## src/rtl/cmu_pkg.sv

```systemverilog
package cmu_pkg;

    typedef enum logic [1:0] {
        ST_OFF   = 2'd0,
        ST_ARMED = 2'd1,
        ST_HELD  = 2'd2
    } cmu_state_e;

    typedef enum logic [1:0] {
        ACT_KEEP = 2'd0,
        ACT_SET  = 2'd1,
        ACT_CLR  = 2'd2,
        ACT_TOG  = 2'd3
    } cmu_act_e;

    localparam logic [3:0] MODE_OFF     = 4'b0000;
    localparam logic [3:0] MODE_TOGGLE  = 4'b0010;
    localparam logic [3:0] MODE_SET     = 4'b1000;
    localparam logic [3:0] MODE_CLR     = 4'b1001;
    localparam logic [3:0] MODE_IRQ     = 4'b1010;
    localparam logic [3:0] MODE_SPECIAL = 4'b1011;

    function automatic cmu_act_e decode_act(input logic [3:0] m);
        cmu_act_e a;
        case (m)
            MODE_TOGGLE: a = ACT_TOG;
            MODE_SET:    a = ACT_SET;
            MODE_CLR:    a = ACT_CLR;
            default:     a = ACT_KEEP;
        endcase
        return a;
    endfunction

endpackage

```

## src/rtl/cmu_match.sv

```systemverilog
module cmu_match #(
    parameter int CNT_W   = 16,
    parameter int NUM_TMR = 2,
    localparam int SEL_W  = (NUM_TMR > 1) ? $clog2(NUM_TMR) : 1
) (
    input  logic [CNT_W-1:0]              cmp_val,
    input  logic [NUM_TMR-1:0][CNT_W-1:0] tmr_cnt,
    input  logic [SEL_W-1:0]              sel,
    output logic                          eq
);
    logic [NUM_TMR-1:0] hit;

    for (genvar i = 0; i < NUM_TMR; i++) begin : g_cmp
        assign hit[i] = (tmr_cnt[i] == cmp_val);
    end

    assign eq = hit[sel];
endmodule

```

## src/rtl/cmu_fsm.sv

```systemverilog
module cmu_fsm
    import cmu_pkg::*;
#(
    parameter int MODE_W = 4
) (
    input  logic              clk,
    input  logic              rst_n,
    input  logic [MODE_W-1:0] mode_q,
    input  logic              eq,
    output cmu_state_e        state,
    output logic              fire
);
    cmu_state_e state_nx;

    always_ff @(posedge clk or negedge rst_n) begin
        if (!rst_n) state <= ST_OFF;
        else        state <= state_nx;
    end

    always_comb begin
        state_nx = state;
        fire     = 1'b0;
        if (mode_q == '0) begin
            state_nx = ST_OFF;
        end else begin
            unique case (state)
                ST_OFF:   state_nx = ST_ARMED;
                ST_ARMED: if (eq) begin
                              state_nx = ST_HELD;
                              fire     = 1'b1;
                          end
                ST_HELD:  if (!eq) state_nx = ST_ARMED;
                default:  state_nx = ST_OFF;
            endcase
        end
    end
endmodule

```

## src/rtl/cmu_action.sv

```systemverilog
module cmu_action
    import cmu_pkg::*;
#(
    parameter int MODE_W  = 4,
    parameter int NUM_TMR = 2,
    localparam int SEL_W  = (NUM_TMR > 1) ? $clog2(NUM_TMR) : 1
) (
    input  logic               clk,
    input  logic               rst_n,
    input  logic               fire,
    input  logic [MODE_W-1:0]  mode_q,
    input  logic [SEL_W-1:0]   tsel_q,
    input  logic               adc_enabled,
    input  logic               force_low,
    input  logic               flag_clr,
    output logic               latch_q,
    output logic               flag_q,
    output logic [NUM_TMR-1:0] tmr_rst_q,
    output logic               adc_start_q
);
    cmu_act_e act;
    logic     special;

    assign act     = decode_act(mode_q);
    assign special = fire && (mode_q == MODE_SPECIAL);

    always_ff @(posedge clk or negedge rst_n) begin
        if (!rst_n) begin
            latch_q <= 1'b0;
        end else if (force_low) begin
            latch_q <= 1'b0;
        end else if (fire) begin
            unique case (act)
                ACT_SET:  latch_q <= 1'b1;
                ACT_CLR:  latch_q <= 1'b0;
                ACT_TOG:  latch_q <= ~latch_q;
                ACT_KEEP: latch_q <= latch_q;
                default:  latch_q <= latch_q;
            endcase
        end
    end

    always_ff @(posedge clk or negedge rst_n) begin
        if (!rst_n)        flag_q <= 1'b0;
        else if (fire)     flag_q <= 1'b1;
        else if (flag_clr) flag_q <= 1'b0;
    end

    for (genvar i = 0; i < NUM_TMR; i++) begin : g_rst
        always_ff @(posedge clk or negedge rst_n) begin
            if (!rst_n) tmr_rst_q[i] <= 1'b0;
            else        tmr_rst_q[i] <= special && (tsel_q == SEL_W'(i));
        end
    end

    always_ff @(posedge clk or negedge rst_n) begin
        if (!rst_n) adc_start_q <= 1'b0;
        else        adc_start_q <= special && adc_enabled;
    end
endmodule

```

## src/rtl/cmp_match_unit.sv

```systemverilog
module cmp_match_unit
    import cmu_pkg::*;
#(
    parameter int CNT_W  = 16,
    parameter int MODE_W = 4
) (
    input  logic             clk,
    input  logic             rst_n,
    input  logic             cfg_we,
    input  logic [MODE_W-1:0] cfg_mode,
    input  logic             cfg_tsel,
    input  logic             cmp_we,
    input  logic [CNT_W-1:0] cmp_wdata,
    input  logic [CNT_W-1:0] tmr_a_cnt,
    input  logic [CNT_W-1:0] tmr_b_cnt,
    input  logic             adc_enabled,
    input  logic             pin_oe,
    input  logic             flag_clr,
    output logic             tmr_a_rst,
    output logic             tmr_b_rst,
    output logic             adc_start,
    output logic             irq_flag,
    output logic             cmp_latch,
    output logic             pin_out
);
    localparam int NUM_TMR = 2;

    logic [CNT_W-1:0]              cmp_q;
    logic [MODE_W-1:0]             mode_q;
    logic                          tsel_q;
    logic                          eq;
    logic                          fire;
    logic                          force_low;
    logic [NUM_TMR-1:0]            tmr_rst;
    logic [NUM_TMR-1:0][CNT_W-1:0] cnts;
    cmu_state_e                    state;

    always_ff @(posedge clk or negedge rst_n) begin
        if (!rst_n) begin
            mode_q <= '0;
            tsel_q <= 1'b0;
        end else if (cfg_we) begin
            mode_q <= cfg_mode;
            tsel_q <= cfg_tsel;
        end
    end

    always_ff @(posedge clk or negedge rst_n) begin
        if (!rst_n)      cmp_q <= '0;
        else if (cmp_we) cmp_q <= cmp_wdata;
    end

    assign cnts      = {tmr_b_cnt, tmr_a_cnt};
    assign force_low = cfg_we && (cfg_mode == '0);

    cmu_match #(.CNT_W(CNT_W), .NUM_TMR(NUM_TMR)) match_i (
        .cmp_val (cmp_q),
        .tmr_cnt (cnts),
        .sel     (tsel_q),
        .eq      (eq)
    );

    cmu_fsm #(.MODE_W(MODE_W)) fsm_i (
        .clk    (clk),
        .rst_n  (rst_n),
        .mode_q (mode_q),
        .eq     (eq),
        .state  (state),
        .fire   (fire)
    );

    cmu_action #(.MODE_W(MODE_W), .NUM_TMR(NUM_TMR)) act_i (
        .clk         (clk),
        .rst_n       (rst_n),
        .fire        (fire),
        .mode_q      (mode_q),
        .tsel_q      (tsel_q),
        .adc_enabled (adc_enabled),
        .force_low   (force_low),
        .flag_clr    (flag_clr),
        .latch_q     (cmp_latch),
        .flag_q      (irq_flag),
        .tmr_rst_q   (tmr_rst),
        .adc_start_q (adc_start)
    );

    assign tmr_a_rst = tmr_rst[0];
    assign tmr_b_rst = tmr_rst[1];
    assign pin_out   = pin_oe & cmp_latch;
endmodule

```

## config.mk

```make
export PLATFORM = sky130hd
export DESIGN_NAME = cmp_match_unit
export DESIGN_NICKNAME = d
export VERILOG_FILES = /design/src/rtl/cmu_pkg.sv /design/src/rtl/cmu_match.sv /design/src/rtl/cmu_fsm.sv /design/src/rtl/cmu_action.sv /design/src/rtl/cmp_match_unit.sv
export SDC_FILE = /design/constraint.sdc
export NUM_CORES = 1
export LEC_CHECK = 0
export CORE_MARGIN = 2
export CORE_UTILIZATION = 42
export CTS_CLUSTER_SIZE = 14
export DETAILED_ROUTE_END_ITERATION = 10
export PLACE_DENSITY = 0.83
export SYNTH_ARGS = -nofsm -noshare
export SYNTH_HDL_FRONTEND = slang
export SYNTH_HIERARCHICAL = 1
export SYNTH_SLANG_ARGS = --single-unit
```

## constraint.sdc

```tcl
create_clock -name clk -period 3.6 [get_ports clk]
set_input_delay 0.54 -clock clk [delete_from_list [all_inputs] [get_ports clk]]
set_output_delay 0.54 -clock clk [all_outputs]
set_load 0.05 [all_outputs]
```

**Word-level counts from Yosys, hierarchy flattened**

Cells that the tools add are included.

- Flip-flop bits (word level): 28
- Latch bits: 0
- Bits in writable memories: 0
- Bits in read-only memories: 0
- Input port bits: 60
- Output and inout bits: 6
- Word-level logic and storage cells: 55
- Memories: 0

- $add $sub $neg: 0
- Multipliers: 0
- Divide/modulo/power cells: 0
- Magnitude comparators: 1
- Equal/unequal tests: 14
- Shift-type cells: 0
- Mux-type cells: 15
- Bitwise operators: 3
- Reductions and logical operators: 13

Operators with widths:

| cell | number |
|---|---|
| $eq A16 B16 Y1 | 2 |
| $eq A4 B4 Y1 const B | 3 |
| $pmux W2 S3 | 2 |
| $mux W1 | 9 |
| $logic_not A4 Y1 | 2 |
| $eq A2 B2 Y1 const B | 3 |
| $mux W2 | 3 |
| $logic_and A1 B1 Y1 | 5 |
| $eq A2 B1 Y1 const B | 2 |
| $eq A4 B2 Y1 const B | 1 |
| $logic_not A2 Y1 | 2 |
| $reduce_and A2 Y1 | 2 |
| $reduce_bool A2 Y1 | 2 |
| $ne A3 B1 Y1 const B | 1 |
| $ne A3 B3 Y1 const B | 1 |
| $pmux W1 S3 | 1 |
| $lt A1 B2 Y1 const B | 1 |
| $ne A2 B1 Y1 const B | 1 |
| $not A1 Y1 | 2 |
| $and A1 B1 Y1 | 1 |

**Logic depth before layout (Yosys ltp)**

Gate-level depths: netlist of the first run.

- Depth in word-level cells: 8
- Depth in mapped cells: 11
- Mapped depth without buffers: 9

**Cells and area by module**

Netlist of the first run, hierarchy kept.

Modules (own cells, without submodules):

| module | instances | cells an instance | area each (µm²) | seq. area each (µm²) |
|---|---|---|---|---|
| cmp_match_unit | 1 | 47 | 849.6 | 525.5 |
| cmu_match | 1 | 39 | 369.1 | 0.0 |
| cmu_action | 1 | 20 | 229.0 | 125.1 |
| cmu_fsm | 1 | 9 | 107.6 | 50.0 |

**Worst setup path before layout of the first run**

OpenSTA, ideal clock, no wires.

- Kind: flip-flop to flip-flop
- Start: reg tsel_q
- End: reg act_i.latch_q
- Setup time: 136 ps
- Data arrival time: 2379 ps
- Required time: 3464 ps
- Setup slack: 1086 ps
- Cell stages (with the launch flop): 12
- Path buffers: 2
- Period minus slack after synthesis: 2514 ps
- Cell sequence: dfrtp_1 -> buf_6 -> buf_12 -> mux2i_1 -> xor2_1 -> nand4_1 -> nor4_2 -> o41ai_2 -> nor3b_1 -> nor3b_1 -> a311oi_1 -> nor4b_2

- Word-level cells in the longest chain between the ends: 7

RTL lines:

| item | RTL line | text |
|---|---|---|
| start, declared | cmp_match_unit.sv:30 | `logic tsel_q;` |
| start signal, assigned | cmp_match_unit.sv:44 | `tsel_q <= cfg_tsel;` |
| $mux W1 (not written as such) (2 in series) | cmu_match.sv:17 | `assign eq = hit[sel];` |
| via eq | cmp_match_unit.sv:31 | `logic eq;` |
| $mux W1 | cmu_fsm.sv:28 | `ST_ARMED: if (eq) begin` |
| $mux W1 | cmu_fsm.sv:26 | `unique case (state)` |
| $mux W1 | cmu_fsm.sv:23 | `if (mode_q == '0) begin` |
| via fire | cmp_match_unit.sv:32 | `logic fire;` |
| $reduce_bool A2 Y1 (no source line) | -- |  |
| $reduce_and A2 Y1 (no source line) | -- |  |
| end signal, assigned | cmu_action.sv:36 | `ACT_TOG: latch_q <= ~latch_q;` |
| end signal, assigned | cmu_action.sv:37 | `ACT_KEEP: latch_q <= latch_q;` |
| end signal, assigned | cmu_action.sv:38 | `default: latch_q <= latch_q;` |
| end, declared | cmu_action.sv:16 | `output logic latch_q,` |

The timed path passes the listed nets, and every way through them passes these cells. The select of a mux whose other input is x is not followed.
A chain may end at the register's enable or synchronous reset.

**Worst setup path after layout of the first run**

Same ends and word-level chain as after synthesis.

==> results of run 1 <==
layout make-up:
cell class / count / share of cell area, %
tap: 48 / 2.63
timing repair buffer: 68 / 29.5
clock buffer: 4 / 2.41
sequential: 28 / 30.7
inverter: 1 / 0.165
multi-input combinational: 82 / 34.6
cell usage in the layout (no fill, tap or decap), drive strengths merged:
cell / count
nor4b: 1
a311oi: 1
and3: 2
and3b: 1
and2: 1
nor3: 1
mux2i: 16
a21o: 1
and2b: 1
inv: 1
o41ai: 1
nor4: 3
nor2: 4
nor2b: 1
buf: 3
nand2: 1
clkdlybuf4s50: 65
nand4: 4
maj3: 1
nor3b: 2
xor2: 16
xnor2: 1
and4b: 1
dfrtp: 28
mux2: 21
nand2b: 1
clkbuf: 4
flip-flops by register name, indices dropped and copies added (netlist names):
register and cells:
act_i/adc_start_q 1, act_i/flag_q 1, act_i/latch_q 1, tsel_q 1
mode_q 4, act_i/tmr_rst_q 2, fsm_i/state 2, cmp_q 16
worst min path at each step:
stage	start	endpoint	slack, ns	cells after the start
detailed placement	act_i/flag_q	act_i/flag_q	0.48	1
finish	act_i/flag_q	act_i/flag_q	0.50	1
global placement	act_i/flag_q	act_i/flag_q	0.48	1
floorplan	rst_n	act_i/adc_start_q	0.24	0
global route	act_i/flag_q	act_i/flag_q	0.54	1
CTS	act_i/flag_q	act_i/flag_q	0.50	1
power by group:
group	total (uW)	switching, uW	internal [uW]
Sequential	367	28.1	338
Combinational	177	57.3	120
Clock	192	93.8	97.8
Total	736	179	556
routing by layer:
layer	share of wire (%)	track usage, %
met2	54	32.5
met5	0	0
met4	0.76	6.38
met1	41	20.2
met3	4.6	2.26
cell families after synthesis:
logic type                 Yosys count  synth area share (%)
buffers and inverters                5                  4.26
muxes                               37                  27.9
AOI/OAI and AO/OA                    3                  2.09
DFF                                 28                  45.1
xor gates and xnor gates            17                  9.57
adders and majority gates            1                 0.724
and+or+nand+nor                     24                  10.4
worst max-delay path: stages (launching register included):
cell and delay (ns):
dfrtp_1 0.67, buf_4 0.27, mux2i_1 0.22, xor2_1 0.22
nand4_1 0.14, nor4_2 0.38, o41ai_2 0.17, nor3b_1 0.35
nor3b_1 0.33, a311oi_1 0.16, nor4b_2 0.18
through the flow:
step	setup slack (ns)	area, um^2	hold WS [ns]	std cells	power, uW
after floorplan	1.09	1560	0.244	115	464
after global placement	0.654	2230	0.481	227	542
after detailed placement	0.454	2230	0.479	227	551
after CTS	0.392	2280	0.500	231	743
after global routing	0.164	2280	0.537	231	773
final	0.379	2280	0.504	231	736
==> impl_results.md, run 1 <==
* Clock root cell: clkbuf_8
* Reg-to-reg startpoint: tsel_q
* Synth async-reset ratio at 100%
* Worst Path Arrival at 3.37 ns
* Area leader, netlist: dfrtp_1
* Crit start category: register
* Skew final at 0.00106 ns
* GRT overflow at 0
* YS warnings at 6
* Avg Inst Size Synth at 13.5 um^2
* Std cell rows at 22
* Slew @ Worst Pin at 0.916 ns
* Hold-fix buffers, CTS at 0
* VDD IR max at approximately 0.14 mV
* Synth cell types at 28
* GP Congestion at about 0.76
* Slew headroom at 38.8%
* Floorplan Core Area at between 0.003 and 0.004 mm^2
* Via count at about 1200
* Synthesized Nets at 175
* Max Fclk at 310 MHz
* Worst Reg-to-Reg Cells at 10
* Antenna viol nets, final at 0
* Most common library cells after synthesis: dfrtp_1, mux2i_1, xor2_1
* DR pass1 iterations at 4
* R2r setup slk at approximately 0.38 ns
* Mapped cell area at roughly 0.0016 mm^2
* Initial antenna violation count at 0
* Routed Wire Length at about 3500 um
* Crit end category: register
* Period utilization at just under 90%
* Max-slew violations at 0
* Fill cells at 301
* Avg WL per Cell at between 15 and 20 um
* CP Launch Point: tsel_q
* CTS tree: done
* Post-DP HPWL at 2750 um
* Clk slew on worst S/H paths at approximately 0.090 ns
* First-pass GRT wire length at 5660 um
* Prevailing post-synth register cell: dfrtp_1
* Pwr/cell area at ~320 mW/mm^2
* DRC Markers at 0
* Setup TNS at 0 ns
* Largest net degree at the start of global routing at 29
* RSZ-0062 raised after global routing: no
* Post-DR vias/cell at 5.00
* Multi-input gate area in the final layout at 788 um^2
* Register area at around 700 um^2
* Ports at 66
* Vias in the first global route at around 1200
* Die height at 64.9 um
* CTS buffer count at 3
* Number of synthesized register bits at 28
* Share of cells above drive strength 1 at 17.5%
* Post-CTS setup buffers at 0
* N_diodes at 0
* RR Endpoint: act_i/latch_q
* Final-report setup violation count at 0
* Clk_lat worst skew at 0.27 ns
* Lkg Pwr at 0.00100 uW
* CTS sink cnt at 28
* Syn Inst Count at 115
* CTS H-tree depth at 1
* GRT Resource Usage Total at between 10% and 20%
* Hold WC Path Type: reg2reg
* Max Buffers Root-to-Sink at 2
* Most common cell in the netlist: dfrtp_1
* Initial Utilization at 43.1%
* Nets at 244
* Crit path time final at ~3.2 ns
* Area contributors post-synth: dfrtp_1, mux2i_1, mux2_4
* Post-synth top area share at between 40% and 50%
* Required time worst endpoint at 3.75 ns
* Sequential share of the synthesized area at 45.1%
* Post-cts resize count at 0
* Die ar. at between 0.004 and 0.005 mm^2
* Chip width at roughly 65 um
* Fin. Hold Viols at 0
* CP endpoint: act_i/latch_q
* DR iter-0 viols at between 70 and 80
* Crit path kind: reg2reg
* Max-cap violations at 0
* Port Buffer Count at 65
* CP max FO at 10
* Status: finished clean
* Final core occ at 63.3%
* P&R area growth vs syn at 46.7%
* Post-synth EDFFs at 0
Note: power is estimated with default switching activity, not from simulation.
==> run 2: changes to the inputs <==
--- a/config.mk
+++ b/config.mk
@@ -5,6 +5,7 @@
 export SDC_FILE = /design/constraint.sdc
 export NUM_CORES = 1
 export LEC_CHECK = 0
+export ABC_CLOCK_PERIOD_IN_PS = 3600
 export CORE_MARGIN = 2
 export CORE_UTILIZATION = 42
 export CTS_CLUSTER_SIZE = 14
==> results of run 2 <==
No change in the layout: final DEF, timing and power equal those of run 1.
